===== src/rtl/clkdm_pkg.sv =====
package clkdm_pkg;
  localparam int NSRC       = 3;
  localparam int SEL_W      = 2;
  localparam int DIV_W      = 5;
  localparam int REG_W      = 32;
  localparam int WORD_BYTES = 4;

  localparam int ADDR_SEL0  = 'h000;
  localparam int ADDR_SEL1  = 'h004;
  localparam int ADDR_STAT  = 'h010;
  localparam int DIV_BASE   = 'h100;
  localparam int DIV_STRIDE = 'h100;

  typedef logic [SEL_W-1:0] sel_t;
  typedef logic [DIV_W-1:0] div_t;

  localparam sel_t SEL_OFF = sel_t'(3);
endpackage


===== src/rtl/clkdm_chan.sv =====
module clkdm_chan
  import clkdm_pkg::*;
(
  input  logic                        clk,
  input  logic                        rst_n,
  input  logic [NSRC-1:0]             tick_i,
  input  sel_t                        sel_i,
  input  logic [NSRC-1:0][DIV_W-1:0]  div_i,
  output logic                        pulse_o,
  output logic [NSRC-1:0]             run_o
);
  sel_t act_sel;
  div_t act_div;
  div_t cnt;
  logic running;
  logic src_hit;
  logic fire;
  logic load;
  div_t div_next;

  always_comb begin
    case (act_sel)
      sel_t'(0): src_hit = tick_i[0];
      sel_t'(1): src_hit = tick_i[1];
      sel_t'(2): src_hit = tick_i[2];
      default:   src_hit = 1'b0;
    endcase
  end

  always_comb begin
    case (sel_i)
      sel_t'(0): div_next = div_i[0];
      sel_t'(1): div_next = div_i[1];
      sel_t'(2): div_next = div_i[2];
      default:   div_next = '0;
    endcase
  end

  // period ends on the completing strobe; an idle zero counter is also a boundary
  assign fire = src_hit && (cnt == act_div);
  assign load = fire || ((cnt == '0) && !src_hit);

  always_ff @(posedge clk or negedge rst_n) begin
    if (!rst_n) begin
      act_sel <= SEL_OFF;
      act_div <= '0;
      cnt     <= '0;
      running <= 1'b0;
      pulse_o <= 1'b0;
    end else begin
      pulse_o <= fire;
      if (src_hit) cnt <= fire ? '0 : cnt + DIV_W'(1);
      if (load) begin
        act_sel <= sel_i;
        act_div <= div_next;
      end
      if (load && (sel_i != act_sel)) running <= 1'b0;
      else if (fire)                  running <= 1'b1;
    end
  end

  for (genvar s = 0; s < NSRC; s++) begin : g_run
    assign run_o[s] = running && (act_sel == sel_t'(s)) && (sel_i == sel_t'(s));
  end

  a_r2_off_quiet: assert property (@(posedge clk) disable iff (!rst_n)
    (act_sel == SEL_OFF) |=> !pulse_o);

  a_r3_cnt_bound: assert property (@(posedge clk) disable iff (!rst_n)
    cnt <= act_div);

  a_r8_hold_mid: assert property (@(posedge clk) disable iff (!rst_n)
    ((cnt != '0) && !fire) |=> ($stable(act_sel) && $stable(act_div)));
endmodule


===== src/rtl/clkdm_regs.sv =====
module clkdm_regs
  import clkdm_pkg::*;
#(
  parameter int NUM_CH   = 14,
  parameter int SEL_LSB  = 8,
  parameter int STAT_LSB = 4,
  parameter int ADDR_W   = 12
) (
  input  logic                                   clk,
  input  logic                                   rst_n,
  input  logic                                   wr_en_i,
  input  logic [ADDR_W-1:0]                      wr_addr_i,
  input  logic [REG_W-1:0]                       wr_data_i,
  input  logic                                   rd_en_i,
  input  logic [ADDR_W-1:0]                      rd_addr_i,
  output logic [REG_W-1:0]                       rd_data_o,
  output logic [NUM_CH-1:0][SEL_W-1:0]           sel_o,
  output logic [NUM_CH-1:0][NSRC-1:0][DIV_W-1:0] div_o,
  input  logic [NUM_CH-1:0][NSRC-1:0]            run_i
);
  localparam logic [ADDR_W-1:0] A_SEL0 = ADDR_W'(ADDR_SEL0);
  localparam logic [ADDR_W-1:0] A_SEL1 = ADDR_W'(ADDR_SEL1);

  logic [NUM_CH-1:0][REG_W-1:0] sel_part;
  logic [NUM_CH-1:0]            sel_hi;
  logic [REG_W-1:0]             rd_next;
  logic                         unused_wr_bits;

  assign unused_wr_bits = ^wr_data_i;

  for (genvar c = 0; c < NUM_CH; c++) begin : g_ch
    localparam int  POS  = SEL_LSB + SEL_W * c;
    localparam bit  HI   = (POS >= REG_W);
    localparam int  BITP = HI ? POS - REG_W : POS;
    localparam logic [ADDR_W-1:0] SEL_ADDR = HI ? A_SEL1 : A_SEL0;

    sel_t sel_r;
    always_ff @(posedge clk or negedge rst_n) begin
      if (!rst_n)                                   sel_r <= SEL_OFF;
      else if (wr_en_i && (wr_addr_i == SEL_ADDR))  sel_r <= wr_data_i[BITP +: SEL_W];
    end
    assign sel_o[c]    = sel_r;
    assign sel_part[c] = REG_W'(sel_r) << BITP;
    assign sel_hi[c]   = HI;

    for (genvar s = 0; s < NSRC; s++) begin : g_src
      localparam logic [ADDR_W-1:0] DADDR =
        ADDR_W'(DIV_BASE + DIV_STRIDE * s + WORD_BYTES * c);
      div_t div_r;
      always_ff @(posedge clk or negedge rst_n) begin
        if (!rst_n)                                div_r <= '0;
        else if (wr_en_i && (wr_addr_i == DADDR))  div_r <= wr_data_i[DIV_W-1:0];
      end
      assign div_o[c][s] = div_r;

      a_r4_div_write: assert property (@(posedge clk) disable iff (!rst_n)
        (wr_en_i && (wr_addr_i == DADDR)) |=> (div_o[c][s] == $past(wr_data_i[DIV_W-1:0])));
    end
  end

  always_comb begin
    rd_next = '0;
    if ((rd_addr_i == A_SEL0) || (rd_addr_i == A_SEL1)) begin
      for (int c = 0; c < NUM_CH; c++) begin
        if (sel_hi[c] == (rd_addr_i == A_SEL1)) rd_next = rd_next | sel_part[c];
      end
    end
    for (int s = 0; s < NSRC; s++) begin
      if (rd_addr_i == ADDR_W'(ADDR_STAT + WORD_BYTES * s)) begin
        for (int c = 0; c < NUM_CH; c++) begin
          rd_next = rd_next | (REG_W'(run_i[c][s]) << (STAT_LSB + c));
        end
      end
    end
    for (int c = 0; c < NUM_CH; c++) begin
      for (int s = 0; s < NSRC; s++) begin
        if (rd_addr_i == ADDR_W'(DIV_BASE + DIV_STRIDE * s + WORD_BYTES * c))
          rd_next = REG_W'(div_o[c][s]);
      end
    end
  end

  always_ff @(posedge clk or negedge rst_n) begin
    if (!rst_n)       rd_data_o <= '0;
    else if (rd_en_i) rd_data_o <= rd_next;
  end

  a_r9_rd_hold: assert property (@(posedge clk) disable iff (!rst_n)
    !rd_en_i |=> $stable(rd_data_o));
endmodule


===== src/rtl/clkdm_bank.sv =====
module clkdm_bank
  import clkdm_pkg::*;
#(
  parameter int NUM_CH   = 14,
  parameter int SEL_LSB  = 8,
  parameter int STAT_LSB = 4,
  parameter int ADDR_W   = 12
) (
  input  logic              clk,
  input  logic              rst_n,
  input  logic [2:0]        src_tick_i,
  input  logic              wr_en_i,
  input  logic [ADDR_W-1:0] wr_addr_i,
  input  logic [31:0]       wr_data_i,
  input  logic              rd_en_i,
  input  logic [ADDR_W-1:0] rd_addr_i,
  output logic [31:0]       rd_data_o,
  output logic [NUM_CH-1:0] ch_pulse_o
);
  logic [NUM_CH-1:0][SEL_W-1:0]           sel_cfg;
  logic [NUM_CH-1:0][NSRC-1:0][DIV_W-1:0] div_cfg;
  logic [NUM_CH-1:0][NSRC-1:0]            run;

  clkdm_regs #(
    .NUM_CH   (NUM_CH),
    .SEL_LSB  (SEL_LSB),
    .STAT_LSB (STAT_LSB),
    .ADDR_W   (ADDR_W)
  ) u_regs (
    .clk       (clk),
    .rst_n     (rst_n),
    .wr_en_i   (wr_en_i),
    .wr_addr_i (wr_addr_i),
    .wr_data_i (wr_data_i),
    .rd_en_i   (rd_en_i),
    .rd_addr_i (rd_addr_i),
    .rd_data_o (rd_data_o),
    .sel_o     (sel_cfg),
    .div_o     (div_cfg),
    .run_i     (run)
  );

  for (genvar c = 0; c < NUM_CH; c++) begin : g_chan
    clkdm_chan u_chan (
      .clk     (clk),
      .rst_n   (rst_n),
      .tick_i  (src_tick_i),
      .sel_i   (sel_cfg[c]),
      .div_i   (div_cfg[c]),
      .pulse_o (ch_pulse_o[c]),
      .run_o   (run[c])
    );

    // a channel can be acknowledged as running on at most one source
    a_r7_one_source: assert property (@(posedge clk) disable iff (!rst_n)
      $onehot0(run[c]));
  end
endmodule


===== config.mk =====
export PLATFORM = sky130hd
export DESIGN_NAME = clkdm_bank
export DESIGN_NICKNAME = d
export VERILOG_FILES = /design/src/rtl/clkdm_pkg.sv /design/src/rtl/clkdm_chan.sv /design/src/rtl/clkdm_regs.sv /design/src/rtl/clkdm_bank.sv
export SDC_FILE = /design/constraint.sdc
export NUM_CORES = 1
export LEC_CHECK = 0
export CAP_MARGIN = 30
export CORE_UTILIZATION = 60
export DETAILED_ROUTE_END_ITERATION = 6
export PLACE_DENSITY = 0.79
export SYNTH_ARGS = -nofsm -noshare
export SYNTH_HDL_FRONTEND = slang
export SYNTH_SLANG_ARGS = --single-unit
export TNS_END_PERCENT = 50

===== constraint.sdc =====
create_clock -name clk -period 3.9 [get_ports clk]
set_input_delay 0.585 -clock clk [delete_from_list [all_inputs] [get_ports clk]]
set_output_delay 0.585 -clock clk [all_outputs]
set_load 0.01 [all_outputs]

==> qor.log, run 1 <==
qor: clocking.cts_made_buffers 49
qor: floorplan.placement_rows 75
qor: synth.synth.most_common_cell dfrtp_1
qor: synth.synth_ff_type dfrtp_1
qor: synth.mappedNetlistArea 0.0254 mm²
qor: synth.yosysSeqAreaShare 46.1%
qor: placement.gp_congestion 1.07
qor: pwr.netSwitchingPower 0.00448 W
qor: detailed_routing.avgViaCountPerCell 6.54
qor: detailed_routing.antenna_left 0
qor: global_route.grt_use_met2 58.0%
qor: detailed_routing.number_of_design_rule_violations_left_after_detail_routing 0
qor: pwr.cellInternalPower 0.00991 W
qor: global_route.grt_overflow 0
qor: global_route.grt_max_degree 111
qor: floorplan.dieHeight 208 µm
qor: global_route.overall_global_routing_resource_usage 36.8%
qor: timing.worst_clock_skew 13.3 ps
qor: synth.top_cells_by_area_synth dfrtp_1, mux2_2, dfstp_2
qor: synth.yosysTopAreaCellShare 40.3%
qor: worst_setup_path.cp_data_arrival_time 3640 ps
qor: floorplan.die_width 208 µm
qor: placement.numPortBuffers 105
qor: worst_setup_path.worst_ep_required_time 4360 ps
qor: worst_setup_path.worst_r2r_path_depth 7
qor: worst_setup_path.critPathMaxFanout 11
qor: synth.number_of_warnings_printed_during_yosys_synthesis 0
qor: final_layout.layout.nets 2786
qor: detailed_routing.routedWlPerCell 24.0 µm
qor: clocking.clock_tree_root_driver_cell clkbuf_16
qor: timing.clock.fmax 315 MHz
qor: synth.synth_enable_flop_cells 0
qor: detailed_routing.drt_iter0_markers 2243
qor: synth.mean_area_per_synthesized_cell 9.93 µm²
qor: clocking.tritoncts done
qor: floorplan.core_area 0.0419 mm²
qor: timing.total_count_of_max_transition_violations_in_the_final_report 0
qor: detailed_routing.drtPass1Iterations 6
qor: global_route.global_route.usage.met1 49.5%
qor: timing.finalSetupViolCount 0
qor: detailed_routing.num_vias 21400
qor: timing.worst_slew_margin_rel 40.9%
qor: final_layout.drive_above_1_share 22.1%
qor: clocking.post_cts_setup_driven_buffer_insertion_count 0
qor: clocking.cts.path.max_buffers 3
qor: outcome.run_status finished clean
qor: min_path.holdCritPathClass in2async
qor: clocking.ctsHtreeMaxLevel 2
qor: timing.grt_setup_unrepaired false
qor: worst_setup_path.timing.critical_path.slowest_cell_delay 640 ps
qor: pwr.peakVddDrop 0.000405 V
qor: clocking.worst_setup_hold_path_clk_slew 60 ps
qor: clocking.worst_skew_pair.late_latency 600 ps
qor: global_route.grtUsageMet3 7.32%
qor: timing.finalWorstSetupSlack 727 ps
qor: pwr.power.sequential.fraction 45.8%
qor: pwr.share_comb_of_total_power 20.9%
qor: worst_setup_path.crit_slowest_cell clkdlybuf4s50_1
qor: timing.final_hold_slack 83.3 ps
qor: final_layout.areaGrowthSynthToFinish 15.1%
qor: timing.fin_crit 3170 ps
qor: timing.fin_tns_setup 0 ps
qor: floorplan.design.portCount 109
qor: floorplan.die_footprint 0.0432 mm²
qor: synth.syn-num-nets 2653
qor: clocking.cts_hold_repair.buffers 0
qor: synth.synth.top_cells.by_count dfrtp_1, mux2_2, nor2_1
qor: worst_setup_path.critical_path_class in2reg
qor: global_route.busiest_layer met2
qor: worst_setup_path.critical_path.startpoint_type input port
qor: synth.synth_largest_area_cell dfrtp_1
qor: placement.pre_cts_ws 242 ps
qor: timing.final_worst_path_cycle_share 81.4%
qor: synth.synth.lib_cells_used.distinct 90
qor: timing.hold_viol 0
qor: pwr.power_leakage 12.6 nW
qor: global_route.number_of_global_route_vias_before_repair 21300
qor: placement.place_hpwl 55600 µm
qor: detailed_routing.totalWireLength 78600 µm
qor: timing.worst-slew-pin-transition 886 ps
qor: final_layout.num_antenna_cells 0
qor: pwr.net_sw_share 31.1%
qor: run.drv.max_cap_violation_count 0
qor: pwr.clkPwrFrac 33.3%
qor: floorplan.start_util 60.8%
qor: synth.ff_latch_count_synth 466
qor: synth.asyncSetResetFlopFracSynth 100%
qor: synth.netlist_instances 2562
qor: clocking.post_cts_resized 0
qor: global_route.grt_first_pass_wirelength 123000 µm
qor: clocking.clock_sinks 466
qor: worst_setup_path.critPathCaptureType flop
qor: pwr.powerDensity 491 mW/mm²
qor: worst_setup_path.path_cells clkdlybuf4s50_1 -> buf_4 -> nor4_4 -> nand2_1 -> nor2_1 -> o21ai_2 -> a211oi_1 -> or3b_1 -> o211ai_2 -> a22oi_2
qor: global_route.antenna_violations_before_repair 1
## per-layer routing
layer	share of wire [%]	wire (µm)
met1	41	31900
met4	4.6	3590
met3	8.7	6830
met5	0	0
met2	46	36300
## power groups by stage
stage	Sequential (W)	Clock (W)	Combinational (W)
after floorplan	0.00638	0	0.00220
after global placement	0.00658	0	0.00275
after detailed placement	0.00663	0	0.00296
after CTS	0.00657	0.00483	0.00302
after global routing	0.00670	0.00502	0.00341
final	0.00659	0.00478	0.00301
## cell type report
cell class                      count  area, µm²
Clock buffer                       75       1460
Clock inverter                     17        201
Fill cell                        3120      12600
Inverter                           75        282
Multi-Input combinational cell   1853      12700
Sequential cell                   466      11700
Tap cell                          539        674
Timing Repair Buffer              250       2230
## layout by cell type, fill, tap and decap left out, drive strengths merged, types with 16 or more instances in the layout
cell type | Yosys | layout
nor2 | 268 | 268
nand3 | 79 | 79
a21oi | 225 | 225
mux2i | 96 | 96
a21o | 16 | 16
buf | 62 | 149
clkbuf | 106 | 75
clkdlybuf4s50 | 0 | 101
nor4 | 24 | 24
xnor2 | 62 | 62
dfstp | 56 | 56
nand2 | 182 | 182
nor4b | 20 | 20
o22ai | 25 | 25
mux2 | 283 | 283
ha | 28 | 28
dfrtp | 410 | 410
xor2 | 28 | 28
a22oi | 26 | 26
o31ai | 28 | 28
o21ai | 138 | 138
nor2b | 24 | 24
nor3 | 93 | 93
inv | 75 | 76
## through the flow
stage / instance area [µm²] / power, W / std cells / utilization (%)
2_1_floorplan: 25400 / 0.00858 / 2562 / -
3_3_place_gp: 27600 / 0.00933 / 3183 / 66.0
3_5_place_dp: 27600 / 0.00960 / 3183 / 66.0
4_1_cts: 29300 / 0.0144 / 3275 / 69.9
5_1_grt: 29300 / 0.0151 / 3275 / 69.9
6_report: 29300 / 0.0144 / 3275 / 69.9
## registers in the layout, indices dropped and copies added (netlist names)
register                 flops
u_regs.g_ch.g_src.div_r    210
g_chan.u_chan.act_div       70
g_chan.u_chan.cnt           70
u_regs.rd_data_o            32
g_chan.u_chan.act_sel       28
u_regs.g_ch.sel_r           28
g_chan.u_chan.pulse_o       14
g_chan.u_chan.running       14
## critical path: cells and delay by family
family / cells / cell delay (ps)
AND/OR/NAND/NOR: 4 / 1300
AO/OA/AOI/OAI: 4 / 820
buffers and inverters: 2 / 910
## cells by family (layout without fill, tap and decap cells)
group,after synthesis,in the layout,synth area share [%]
and+or+nand+nor,773,773,14.9
AOI/OAI and AO/OA,583,583,14.2
DFF,466,466,46.1
muxes,379,379,16.3
buffers and inverters,243,417,4.08
xor gates and xnor gates,90,90,3.10
adders and majority gates,28,28,1.38
## path summary, 6_finish.rpt
| check | endpoint | from | slack (ps) |
|---|---|---|---|
| min in group clk | u_regs.rd_data_o[18] | u_regs.rd_data_o[18] | 520 |
| worst max register to register | u_regs.rd_data_o[4] | u_regs.g_ch[0].sel_r[0] | 1530 |
| worst max-delay path | u_regs.rd_data_o[4] | rd_addr_i[3] | 730 |
| max in group asynchronous | g_chan[13].u_chan.act_sel[1] | rst_n | 2810 |
| worst min register to register | u_regs.rd_data_o[18] | u_regs.rd_data_o[18] | 520 |
| worst min-delay path | u_regs.rd_data_o[25] | rst_n | 80 |
Power figures use the tool's default switching activity.
==> inputs of run 2 (changes only) <==
==> constraint.sdc (replaced) <==
create_clock -name clk -period 3.25 [get_ports clk]
set_input_delay 0.4875 -clock clk [delete_from_list [all_inputs] [get_ports clk]]
set_output_delay 0.4875 -clock clk [all_outputs]
set_load 0.01 [all_outputs]
==> run 2 against run 1 <==
Hold slack better by 400 ps; critical endpoint is now u_regs.rd_data_o[1]; count of clock-buffer cells in the layout decreased by 3; clock power grew 23%; sequential cell count did not move; critical path depth is 2 higher; final cell count increased by 2.4%; largest cell class unchanged.
==> qor.log, run 2 (same netlist as run 1, synthesis figures left out) <==
qor: pwr.peakVddDrop 0.000420 V [+3.5%]
qor: global_route.number_of_global_route_vias_before_repair 21700 [+2.3%]
qor: clocking.clock_sinks 466 [unchanged]
qor: clocking.worst_skew_pair.late_latency 600 ps [about the same]
qor: global_route.grt_max_degree 94 [-15%]
qor: global_route.busiest_layer met2
qor: worst_setup_path.critical-path-top-cell-by-count buf_4
qor: timing.worst-slew-pin-transition 810 ps [-76.6 ps]
qor: worst_setup_path.critPathCaptureType flop
qor: clocking.ctsHtreeMaxLevel 2 [unchanged]
qor: final_layout.post-route-util 71.6% [+1.6 points]
qor: detailed_routing.routedWlPerCell 24.1 µm [+0.49%]
qor: final_layout.top_regs u_regs.g_ch.g_src.div_r x210, g_chan.u_chan.act_div x70, g_chan.u_chan.cnt x70
qor: timing.worst_clock_skew 21.6 ps [+8.28 ps]
qor: final_layout.layout.nets 2866 [+2.9%]
qor: final_layout.largest_register_by_flop_count u_regs.g_ch.g_src.div_r
qor: final_layout.layout_commonest_cell dfrtp_1
qor: worst_setup_path.critical_path_class in2reg
qor: placement.gp_congestion 1.05 [-1.9%]
qor: global_route.antenna_violations_before_repair 1 [unchanged]
qor: timing.final_worst_path_cycle_share 86.3%
qor: detailed_routing.drtPass1Iterations 6 [unchanged]
qor: global_route.grt_overflow 0 [unchanged]
qor: detailed_routing.totalWireLength 80900 µm [+2.9%]
qor: worst_setup_path.worst_r2r_path_depth 7 [unchanged]
qor: worst_setup_path.crit_slowest_cell clkdlybuf4s50_1
qor: floorplan.die_width 208 µm [unchanged]
qor: worst_setup_path.critPathMaxFanout 9 [-2]
qor: detailed_routing.num_vias 21700 [+1.5%]
qor: global_route.global_route.usage.met1 50.8% [+1.3 points]
qor: final_layout.drive_above_1_share 24.5% [+2.4 points]
qor: worst_setup_path.critical_path.startpoint_type input port
qor: worst_setup_path.worstReg2RegEnd g_chan[0].u_chan.act_sel[0]
qor: global_route.grtUsageMet3 7.02% [-0.30 points]
qor: worst_setup_path.rr_startpoint g_chan[0].u_chan.cnt[3]
qor: global_route.overall_global_routing_resource_usage 37.6% [+0.87 points]
qor: timing.fin_tns_setup 0 ps [unchanged]
qor: timing.clock.fmax 357 MHz
qor: outcome.run_status finished clean
qor: run.drv.max_cap_violation_count 0 [unchanged]
qor: floorplan.dieHeight 208 µm [unchanged]
qor: final_layout.largest_register_ffs 210 [unchanged]
qor: final_layout.areaGrowthSynthToFinish 17.8%
qor: global_route.grt_use_met2 59.1% [+1.1 points]
qor: clocking.clock_tree_root_driver_cell clkbuf_16
qor: timing.finalSetupViolCount 0 [unchanged]
qor: pwr.powerDensity 581 mW/mm² [+18%]
qor: timing.worst_slew_margin_rel 46.0% [+5.1 points]
qor: worst_setup_path.ff2ff_setup_slack 910 ps [-620 ps]
qor: clocking.worst_setup_hold_path_clk_slew 70 ps [about the same]
qor: worst_setup_path.timing.critical_path.slowest_cell_delay 450 ps [-190 ps]
qor: floorplan.design.portCount 109 [unchanged]
qor: worst_setup_path.path_cells clkdlybuf4s50_1 -> buf_4 -> buf_4 -> nor4b_2 -> buf_4 -> nand3_1 -> o21ai_0 -> a21oi_1 -> o221a_2 -> o2111ai_1 -> nor3_1 -> o22ai_1
qor: clocking.cts.path.max_buffers 3 [unchanged]
qor: timing.fin_crit 2800 ps
qor: detailed_routing.avgViaCountPerCell 6.48 [-0.93%]
qor: global_route.grt_first_pass_wirelength 125000 µm [+2.1%]
qor: detailed_routing.drt_iter0_markers 2468 [+10%]
qor: floorplan.placement_rows 75 [unchanged]
qor: detailed_routing.number_of_design_rule_violations_left_after_detail_routing 0 [unchanged]
qor: floorplan.die_footprint 0.0432 mm² [unchanged]
qor: timing.grt_setup_unrepaired false
qor: placement.place_hpwl 57000 µm [+2.5%]
qor: final_layout.layout_common_cells dfrtp_1, mux2_2, nor2_1
qor: min_path.holdCritPathClass in2async
qor: floorplan.start_util 60.8% [unchanged]
qor: worst_setup_path.cp_data_arrival_time 3270 ps [-370 ps]
qor: pwr.power_leakage 13.0 nW [+3.3%]
qor: floorplan.core_area 0.0419 mm² [unchanged]
qor: detailed_routing.antenna_left 0 [unchanged]
qor: clocking.post_cts_resized 0 [unchanged]
qor: timing.hold_viol 0 [unchanged]
qor: clocking.post_cts_setup_driven_buffer_insertion_count 0 [unchanged]
qor: worst_setup_path.worst_ep_required_time 3720 ps [-640 ps]
qor: clocking.cts_made_buffers 50 [+2.0%]
qor: timing.total_count_of_max_transition_violations_in_the_final_report 0 [unchanged]
qor: clocking.tritoncts done
qor: clocking.cts_hold_repair.buffers 1 [+1]
qor: placement.numPortBuffers 105 [unchanged]
-- run 2: changes by cell type in the layout (fill, tap and decap cells not counted) --
cell	delta
buf_12	+4
clkbuf_16	-1
diode_2	+1
clkbuf_1	-8
buf_4	+74
dlygate4sd3_1	+1
nor3b_4	-1
clkinv_4	-2
nor3b_2	+1
clkinv_8	+1
clkinvlp_4	+2
clkinv_2	+1
clkbuf_8	+6
-- run 2: cell type report --
class | count | area, µm²
repair buffers | 329 | 2880
clock inverters | 19 | 220
well taps | 539 | 674
clock buffers | 72 | 1480
flip-flops and latches | 466 | 11700
diodes | 1 | 2.50
fillers | 3015 | 11900
multi-input cells | 1853 | 12700
inverters | 75 | 282
-- run 2: metrics by stage --
step	std cells	cell area (µm²)	hold WS, ps	total power, W	setup slack, ps
after global placement	3261	28200	503	0.0112	-75.2
final	3354	30000	484	0.0174	447
after CTS	3353	30000	490	0.0174	519
after detailed placement	3261	28200	513	0.0115	-98.1
after global routing	3353	30000	496	0.0183	323
after floorplan	2562	25400	192	0.0103	698
-- run 2: routing by layer --
metal / vias up / share of wire, % / wire [µm]
li1: 9657 / - / -
met1: 10800 / 41 / 33000
met2: 1040 / 46 / 37000
met3: 213 / 8.5 / 6910
met4: 2 / 4.9 / 3940
met5: - / 0.016 / 13
-- run 2: worst max-delay path: cells and delay by family --
kind / cells / cell delay [ps]
compound gates: 5 / 1030
buf+inv: 4 / 970
simple gates: 3 / 760
-- run 2: worst max path at each step --
| stage | from | cells after the start | to |
|---|---|---|---|
| global route | rd_addr_i[11] | 11 | u_regs.rd_data_o[0] |
| detailed placement | rd_addr_i[3] | 12 | u_regs.rd_data_o[1] |
| finish | rd_addr_i[3] | 12 | u_regs.rd_data_o[1] |
| global placement | rd_addr_i[3] | 12 | u_regs.rd_data_o[1] |
| floorplan | rd_addr_i[0] | 9 | u_regs.rd_data_o[4] |
| CTS | rd_addr_i[3] | 12 | u_regs.rd_data_o[1] |
-- run 2: report_power, final --
part           switching [W]  internal [W]  leakage [nW]
Clock                0.00238       0.00349         0.836
Combinational        0.00194       0.00169          6.30
Sequential           0.00111       0.00681          5.91
==> inputs of run 3 (changes only) <==
--- a/config.mk
+++ b/config.mk
@@ -7,7 +7,9 @@
 export LEC_CHECK = 0
 export CAP_MARGIN = 30
 export CORE_UTILIZATION = 60
+export CTS_BUF_LIST = sky130_fd_sc_hd__clkbuf_8 sky130_fd_sc_hd__clkbuf_16
 export DETAILED_ROUTE_END_ITERATION = 6
+export GPL_TIMING_DRIVEN = 1
 export PLACE_DENSITY = 0.79
 export SYNTH_ARGS = -nofsm -noshare
 export SYNTH_HDL_FRONTEND = slang
==> constraint.sdc (replaced) <==
create_clock -name clk -period 3.3 [get_ports clk]
set_input_delay 0.495 -clock clk [delete_from_list [all_inputs] [get_ports clk]]
set_output_delay 0.495 -clock clk [all_outputs]
set_load 0.01 [all_outputs]
==> run 3 against run 2 <==
Routed wire length is 1.2% lower; power is 2.1% lower; clock skew is 3.5 ps lower; sequential share of layout area is 0.092 points higher; combinational power is 3% lower; sequential cell count stayed put.
==> qor.log, run 3 (same netlist as run 1, synthesis figures left out) <==
qor: pwr.overall_power 0.0170 W [-2.1%]
qor: final_layout.areaGrowthSynthToFinish 17.5%
qor: worst_setup_path.critical_path_class in2reg
qor: detailed_routing.routedWlPerCell 23.9 µm [-0.80%]
qor: worst_setup_path.critical_path.startpoint_type input port
qor: timing.clock.fmax 341 MHz
qor: final_layout.top_regs u_regs.g_ch.g_src.div_r x210, g_chan.u_chan.act_div x70, g_chan.u_chan.cnt x70
qor: detailed_routing.antenna_left 0 [unchanged]
qor: worst_setup_path.path_cells clkdlybuf4s50_1 -> buf_4 -> nor4b_4 -> nand2_1 -> buf_4 -> o21ai_0 -> o211ai_1 -> o211a_1 -> o21ai_0 -> buf_4 -> o211ai_2 -> a22oi_2
qor: timing.worst_slew_margin_rel 47.9% [+1.8 points]
qor: floorplan.design.portCount 109 [unchanged]
qor: worst_setup_path.number_of_buffers_and_inverters_on_the_critical_path 4 [unchanged]
qor: run.drv.max_cap_violation_count 0 [unchanged]
qor: worst_setup_path.critPathCaptureType flop
qor: worst_setup_path.crit_path_start rd_addr_i[10]
qor: placement.numPortBuffers 105 [unchanged]
qor: detailed_routing.drt_iter0_markers 2031 [-18%]
qor: floorplan.die_width 208 µm [unchanged]
qor: clocking.clock_sinks 466 [unchanged]
qor: floorplan.die_footprint 0.0432 mm² [unchanged]
qor: clocking.post_cts_setup_driven_buffer_insertion_count 0 [unchanged]
qor: final_layout.largest_register_by_flop_count u_regs.g_ch.g_src.div_r
qor: worst_setup_path.critical-path-top-delay-family buffers and inverters
qor: global_route.antenna_violations_before_repair 1 [unchanged]
qor: final_layout.drive_above_1_share 24.0% [-0.45 points]
qor: placement.place_area 0.0282 mm² [-0.18%]
qor: min_path.holdCritPathClass in2async
qor: timing.fin_crit 2930 ps
qor: clocking.cts.path.max_buffers 3 [unchanged]
qor: floorplan.start_util 60.8% [unchanged]
qor: worst_setup_path.timing.critical_path.slowest_cell_delay 560 ps [+110 ps]
qor: worst_setup_path.critical-path-top-cell-by-count buf_4
qor: detailed_routing.drtPass1Iterations 7 [+1]
qor: clocking.cts_made_buffers 49 [-2.0%]
qor: global_route.grt_first_pass_wirelength 123000 µm [-1.4%]
qor: global_route.grt_max_degree 88 [-6.4%]
qor: final_layout.layout_common_cells dfrtp_1, mux2_2, nor2_1
qor: worst_setup_path.rr_startpoint u_regs.g_ch[0].sel_r[0]
qor: final_layout.layout.nets 2850 [-0.56%]
qor: detailed_routing.number_of_design_rule_violations_left_after_detail_routing 0 [unchanged]
qor: pwr.power_leakage 13.0 nW [-0.22%]
qor: global_route.overall_global_routing_resource_usage 37.2% [-0.38 points]
qor: timing.finalSetupViolCount 0 [unchanged]
qor: final_layout.area_of_the_multi_input_gates 0.0127 mm² [unchanged]
qor: final_layout.regArea 0.0117 mm² [unchanged]
qor: final_layout.post-route-util 71.4% [-0.17 points]
qor: timing.final_worst_path_cycle_share 88.9%
qor: clocking.worst_skew_pair.late_latency 600 ps [about the same]
qor: clocking.tritoncts done
qor: clocking.post_cts_resized 0 [unchanged]
qor: global_route.grt_overflow 0 [unchanged]
qor: outcome.run_status finished clean
qor: worst_setup_path.cp_data_arrival_time 3440 ps [+170 ps]
qor: floorplan.core_area 0.0419 mm² [unchanged]
qor: global_route.number_of_global_route_vias_before_repair 21200 [-2.3%]
qor: placement.place_hpwl 57200 µm [+0.35%]
qor: clocking.ctsHtreeMaxLevel 2 [unchanged]
qor: timing.total_count_of_max_transition_violations_in_the_final_report 0 [unchanged]
qor: final_layout.largest_register_ffs 210 [unchanged]
qor: clocking.worst_setup_hold_path_clk_slew 70 ps [about the same]
qor: placement.gp_congestion 1.05 [-0.31%]
qor: clocking.clock_tree_root_driver_cell clkbuf_16
qor: timing.worst-slew-pin-transition 780 ps [-29.8 ps]
qor: final_layout.final.fill_count 3015 [unchanged]
qor: timing.grt_setup_unrepaired false
qor: detailed_routing.totalWireLength 79900 µm [-1.2%]
qor: timing.fin_tns_setup 0 ps [unchanged]
qor: final_layout.num_antenna_cells 0 [-1]
qor: detailed_routing.num_vias 21500 [-1.3%]
qor: floorplan.dieHeight 208 µm [unchanged]
qor: worst_setup_path.worst_ep_required_time 3800 ps [+80 ps]
qor: floorplan.placement_rows 75 [unchanged]
qor: worst_setup_path.crit_slowest_cell clkdlybuf4s50_1
qor: pwr.powerDensity 570 mW/mm² [-1.9%]
qor: detailed_routing.avgViaCountPerCell 6.42 [-0.81%]
qor: pwr.peakVddDrop 0.000559 V [+33%]
qor: final_layout.layout_commonest_cell dfrtp_1
qor: timing.worst_clock_skew 18.0 ps [-3.52 ps]
qor: worst_setup_path.critPathMaxFanout 6 [-3]
qor: final_layout.final_cell_area 0.0299 mm² [-0.23%]
qor: timing.hold_viol 0 [unchanged]
run 3: changes by cell type in the layout (fill, tap and decap cells not counted), sizes merged:
cell      previous run  this run
buf                227       212
clkbuf              72        64
clkinvlp             4         5
bufinv               4         3
diode                1         0
inv                 76        85
run 3: what timing repair did:
action | 4_1_cts | 5_1_grt
hold buffers | 1 | 0
endpoints found under the hold margin | 56 | 0
setup endpoints to repair | 0 | 0
run 3: final timing paths:
kind | end | slack [ps] | cells past startpoint
worst max-delay path | u_regs.rd_data_o[4] | 370 | 12
worst min-delay path | g_chan[7].u_chan.running | 470 | 2
worst max register to register | u_regs.rd_data_o[4] | 750 | 8
worst min register to register | u_regs.rd_data_o[23] | 520 | 2
max in group asynchronous | g_chan[13].u_chan.act_sel[1] | 1910 | 3
min in group clk | u_regs.g_ch[9].sel_r[1] | 510 | 2
run 3: layout make-up:
cell class	count	area share, %
clock inverter	28	0.774
inverter	75	0.942
tap	539	2.26
multi-input combinational	1853	42.5
timing repair buffer	314	9.45
sequential	466	39.2
clock buffer	64	4.87
run 3: metrics by stage:
| step | instances | worst slack, ps | hold slack [ps] |
|---|---|---|---|
| 3_5_place_dp | 3246 | -96.0 | 502 |
| 6_report | 3339 | 365 | 474 |
| 3_3_place_gp | 3246 | -29.3 | 493 |
| 4_1_cts | 3339 | 510 | 472 |
| 2_1_floorplan | 2562 | 741 | 199 |
| 5_1_grt | 3339 | 339 | 507 |
run 3: per-layer routing:
layer,global-route usage [%],wire length [µm],up-vias
met4,16.0,3470,2
met1,50.9,33300,10700
met2,58.2,36500,925
met5,0,13,-
li1,-,-,9632
met3,7.28,6630,198
run 3: report_power, final:
| part | switching (W) | internal [W] | total (W) |
|---|---|---|---|
| Sequential | 0.00110 | 0.00670 | 0.00780 |
| Combinational | 0.00188 | 0.00166 | 0.00353 |
| Clock | 0.00237 | 0.00334 | 0.00570 |
